<file path="config.mk">
export PLATFORM = sky130hd
export DESIGN_NAME = ce_write_guard
export DESIGN_NICKNAME = d
export VERILOG_FILES = /design/src/rtl/ceg_pkg.sv /design/src/rtl/ceg_grace_timer.sv /design/src/rtl/ceg_gate_fsm.sv /design/src/rtl/ce_write_guard.sv
export SDC_FILE = /design/constraint.sdc
export NUM_CORES = 1
export LEC_CHECK = 0
export ABC_AREA = 1
export BUFFER_PORTS_ARGS = -buffer_cell sky130_fd_sc_hd__buf_4
export CAP_MARGIN = 20
export CORE_UTILIZATION = 29
export DETAILED_ROUTE_END_ITERATION = 16
export GPL_ROUTABILITY_DRIVEN = 1
export PLACE_DENSITY_LB_ADDON = 0.15
export RECOVER_POWER = 50
export SYNTH_ARGS = -nofsm -noshare
export SYNTH_HDL_FRONTEND = slang
export SYNTH_SLANG_ARGS = --single-unit
</file>
<file path="constraint.sdc">
create_clock -name clk -period 2.09 [get_ports clk]
set_clock_uncertainty 0.15 [all_clocks]
set_input_delay 0.418 -clock clk [delete_from_list [all_inputs] [get_ports clk]]
set_output_delay 0.418 -clock clk [all_outputs]
set_load 0.01 [all_outputs]
</file>
<file path="src/rtl/ceg_pkg.sv">
package ceg_pkg;

    typedef enum logic [1:0] {
        GATE_CLOSED = 2'd0,
        GATE_OPEN   = 2'd1,
        GATE_GRACE  = 2'd2
    } gate_state_e;

    typedef struct packed {
        gate_state_e state;
    } gate_regs_t;

endpackage

</file>
<file path="src/rtl/ceg_grace_timer.sv">
module ceg_grace_timer #(
    parameter int GRACE_CYC = 1800
) (
    input  logic clk,
    input  logic rst_n,
    input  logic clear,
    input  logic run,
    output logic expired
);
    localparam int CW = (GRACE_CYC > 1) ? $clog2(GRACE_CYC) : 1;
    localparam logic [CW-1:0] LAST = CW'(GRACE_CYC - 1);

    typedef struct packed {
        logic [CW-1:0] cnt;
    } tmr_regs_t;

    tmr_regs_t tmr_d, tmr_q;

    always_comb begin
        tmr_d = tmr_q;
        if (clear) begin
            tmr_d.cnt = '0;
        end else if (run && (tmr_q.cnt != LAST)) begin
            tmr_d.cnt = tmr_q.cnt + 1'b1;
        end
    end

    always_ff @(posedge clk or negedge rst_n) begin
        if (!rst_n) begin
            tmr_q <= '0;
        end else begin
            tmr_q <= tmr_d;
        end
    end

    assign expired = (tmr_q.cnt == LAST);


    cnt_range_chk: assert property (@(posedge clk) disable iff (!rst_n)
        tmr_q.cnt <= LAST);


    cnt_clear_chk: assert property (@(posedge clk) disable iff (!rst_n)
        clear |=> (tmr_q.cnt == '0));

endmodule

</file>
<file path="src/rtl/ceg_gate_fsm.sv">
module ceg_gate_fsm
    import ceg_pkg::*;
(
    input  logic        clk,
    input  logic        rst_n,
    input  logic        sys_rst,
    input  logic        ce_in_n,
    input  logic        expired,
    output gate_state_e state_o,
    output logic        grace_start
);
    gate_regs_t regs_d, regs_q;

    always_comb begin
        regs_d = regs_q;
        unique case (regs_q.state)
            GATE_OPEN: begin
                if (sys_rst) begin
                    regs_d.state = ce_in_n ? GATE_CLOSED : GATE_GRACE;
                end
            end
            GATE_GRACE: begin
                if (!sys_rst) begin
                    regs_d.state = ce_in_n ? GATE_CLOSED : GATE_OPEN;
                end else if (ce_in_n || expired) begin
                    regs_d.state = GATE_CLOSED;
                end
            end
            default: begin
                if (!sys_rst && !ce_in_n) begin
                    regs_d.state = GATE_OPEN;
                end else begin
                    regs_d.state = GATE_CLOSED;
                end
            end
        endcase
    end

    always_ff @(posedge clk or negedge rst_n) begin
        if (!rst_n) begin
            regs_q.state <= GATE_CLOSED;
        end else begin
            regs_q <= regs_d;
        end
    end

    assign state_o     = regs_q.state;
    assign grace_start = (regs_q.state == GATE_OPEN) && sys_rst && !ce_in_n;


    grace_entry_chk: assert property (@(posedge clk) disable iff (!rst_n)
        (regs_q.state == GATE_OPEN && sys_rst && !ce_in_n) |=> (regs_q.state == GATE_GRACE));


    grace_abort_chk: assert property (@(posedge clk) disable iff (!rst_n)
        (regs_q.state == GATE_GRACE && sys_rst && ce_in_n) |=> (regs_q.state == GATE_CLOSED));


    grace_expire_chk: assert property (@(posedge clk) disable iff (!rst_n)
        (regs_q.state == GATE_GRACE && sys_rst && expired) |=> (regs_q.state == GATE_CLOSED));


    closed_hold_chk: assert property (@(posedge clk) disable iff (!rst_n)
        (regs_q.state == GATE_CLOSED && sys_rst) |=> (regs_q.state == GATE_CLOSED));


    idle_close_chk: assert property (@(posedge clk) disable iff (!rst_n)
        (regs_q.state == GATE_OPEN && sys_rst && ce_in_n) |=> (regs_q.state == GATE_CLOSED));


    reopen_chk: assert property (@(posedge clk) disable iff (!rst_n)
        (regs_q.state == GATE_CLOSED && !sys_rst && !ce_in_n) |=> (regs_q.state == GATE_OPEN));


    grace_release_chk: assert property (@(posedge clk) disable iff (!rst_n)
        (regs_q.state == GATE_GRACE && !sys_rst && !ce_in_n) |=> (regs_q.state == GATE_OPEN));

endmodule

</file>
<file path="src/rtl/ce_write_guard.sv">
module ce_write_guard
    import ceg_pkg::*;
#(
    parameter int GRACE_CYC = 1800
) (
    input  logic clk,
    input  logic rst_n,
    input  logic sys_rst,
    input  logic ce_in_n,
    output logic ce_out_n,
    output logic gate_open
);
    gate_state_e state;
    logic        grace_start;
    logic        expired;
    logic        passing;

    ceg_gate_fsm u_fsm (
        .clk         (clk),
        .rst_n       (rst_n),
        .sys_rst     (sys_rst),
        .ce_in_n     (ce_in_n),
        .expired     (expired),
        .state_o     (state),
        .grace_start (grace_start)
    );

    ceg_grace_timer #(
        .GRACE_CYC (GRACE_CYC)
    ) u_timer (
        .clk     (clk),
        .rst_n   (rst_n),
        .clear   (grace_start),
        .run     (state == GATE_GRACE),
        .expired (expired)
    );

    assign passing   = (state == GATE_OPEN) || (state == GATE_GRACE);
    assign ce_out_n  = passing ? ce_in_n : 1'b1;
    assign gate_open = passing;


    closed_after_clear_chk: assert property (@(posedge clk) disable iff (!rst_n)
        $rose(rst_n) |-> !gate_open);


    no_leak_chk: assert property (@(posedge clk) disable iff (!rst_n)
        ($past(!gate_open) && !gate_open) |-> ce_out_n);

endmodule

</file>
==> results.tsv <==
metric	value	unit
status	finished, final reports clean	
holdCritPathClass	primary input to flop	
drtIter0Drc	34	
worstReg2RegStart	u_timer.tmr_q[0]	
fin_hold_ws	0.262	ns
cp.required	1.52	ns
core_area	0.00288	mm^2
ys_types	18	
total_power	0.560	mW
syn_nets	140	
fillers	313	
placed_area	992	um^2
final_antenna_net_count	0	
design_area	0.00102	mm^2
synth_top_area_frac	0.357	
drc	0	
grt_max_degree	14	
p_per_area	546	mW/mm^2
wire_per_inst	11.0	um
crit_family	flip-flops	
dp_hpwl	1520	um
syn_avg_cell_area	6.85	um^2
viasPerCell	4.48	
synth_warnings	0	
port_buffers	5	
critPathLaunchType	flop	
htree_levels	1	
synth_cells	133	
cts_hold_buf	1	
min_period	1.99	ns
syn-cell-area	911	um^2
vdd_drop_max	0.267	mV
drive_gt1_frac	0.127	
layout_worst_path_cycle_share	0.952	
gp_congestion	0.743	
cts_tree	yes	
cts_resized	0	
hp-start	sys_rst	
slowest_stage	dfrtp_1	
antenna_found_initial	0	
synthTopCellsByArea	dfrtp_1 36%, nand2_1 21%, inv_1 7.8%	
slew_headroom	0.496	
max_slew.worst_pin.slew	0.756	ns
start_util	0.317	
setup_viol_count_final	0	
ys_ff_latch	13	
worstPathMaxFanout	3	
hold_viol_final	0	
crit_path_end_kind	output port	
reg2reg_setup_slack	0.39	ns
holdPathEnd	u_fsm.state_o[0]	
max_freq	503	MHz
die_area	0.00337	mm^2
yosysTopAreaCell	dfrtp_1	
grt_pass1_wl	3710	um
cts-buffers-inserted	3	
grt_setup_unrepaired	no	
nets	150	
setup.worst_path.class	flop to output port	
worst-r2r-cell-count	9	
rows	19	
slowest_delay	0.37	ns
drv_cap	0	
p_leak	0.538	nW
gr-total-overflow	0	
min_path_cells	4	
clock_path_buffers	2	
seq_area_frac_synth	0.357	
wl	2020	um
first_pass_iters	4	
clock_sinks	13	
grt_pass1_vias	786	
die-height	58.0	um
arrival	1.42	ns
tns	0	ns
clk_pin_slew_worst_paths	0.09	ns
die_w	58.0	um
grt_use_total	0.146	
drv_slew	0	
worst-path-buf-inv	2	
clkLatencyLatePin	0.28	ns
area_growth	12.5	%
r2r_end	u_timer.tmr_q[7]	
cts_setup_buffers	0	
cts-root-buf	clkbuf_4	
vias	824	
antenna_cells	0	
critical_path.cell_chain	inv_1 > ha_1 > or2_2 > buf_4	
io_pins	6	
## worst min-delay path, stage by stage
cell	delay (ns)
buf_4	0.08
a211oi_1	0.04
nand3_1	0.07
nand2_1	0.05
## power breakdown
part           total (mW)  switching (mW)  leakage (nW)  internal (mW)
logic              0.0969          0.0583         0.344         0.0386
registers           0.293          0.0198         0.179          0.273
clock network       0.170          0.0960        0.0150         0.0741
total               0.560           0.174         0.538          0.386
## per-stage QoR
stage,std cells,setup slack [ns],utilization
floorplan,133,0.554,-
global placement,179,0.425,0.345
detailed placement,179,0.408,0.345
CTS,184,0.0773,0.358
global route,184,0.0240,0.356
finish,184,0.101,0.356
## state kept, by name (all words and copies together) (netlist names)
signal,flops
u_timer.tmr_q,11
u_fsm.state_o,2
## cells in the mapped netlist (all sizes together)
cell    instances
a211oi          1
buf             2
dfrtp          13
ha              3
inv            19
nand2          50
nand3          15
nand4           9
nor2           14
o21ai           3
or2             2
xor2            2
## cell usage in the layout (no fill, tap or decap)
master         instances
a211oi_1               1
buf_4                  5
clkbuf_1               2
clkbuf_4               3
dfrtp_1               13
dlygate4sd3_1          1
ha_1                   3
inv_1                 19
nand2_1               50
nand3_1               14
nand3_2                1
nand4_1                8
nand4_2                1
nor2_1                 8
nor2_2                 4
nor2_4                 2
o21ai_0                2
o21ai_1                1
or2_2                  2
xor2_1                 2
## layer usage
layer / track usage / vias to the layer above / part of all wire
met4: 0.0612 / 0 / 0.012
met3: 0.0201 / 4 / 0.020
met5: 0 / - / 0
met1: 0.215 / 373 / 0.55
met2: 0.212 / 8 / 0.42
li1: - / 439 / -
## kinds of logic (layout without fill, tap and decap cells)
group / Yosys count / count (layout) / synth area share
and+or+nand+nor: 90 / 90 / 0.462
buffers and inverters: 21 / 30 / 0.0961
DFF: 13 / 13 / 0.357
AOI/OAI and AO/OA: 4 / 4 / 0.0247
adders and majority gates: 3 / 3 / 0.0412
xor gates and xnor gates: 2 / 2 / 0.0192
## worst max path at each step
stage                          start  endpoint  cells after the start
CTS                 u_fsm.state_o[0]  ce_out_n                      4
global placement    u_fsm.state_o[0]  ce_out_n                      4
finish              u_fsm.state_o[0]  ce_out_n                      4
global route        u_fsm.state_o[0]  ce_out_n                      4
detailed placement  u_fsm.state_o[0]  ce_out_n                      4
floorplan           u_fsm.state_o[0]  ce_out_n                      3
## cell type report
class,count,area (um^2),share of cell area
multi-input cells,99,498,0.486
inverters,19,71.3,0.0696
flip-flops and latches,13,325,0.317
well taps,42,52.6,0.0513
clock buffers,4,26.3,0.0256
repair buffers,7,51.3,0.0501
Power figures use the tool's default switching activity.
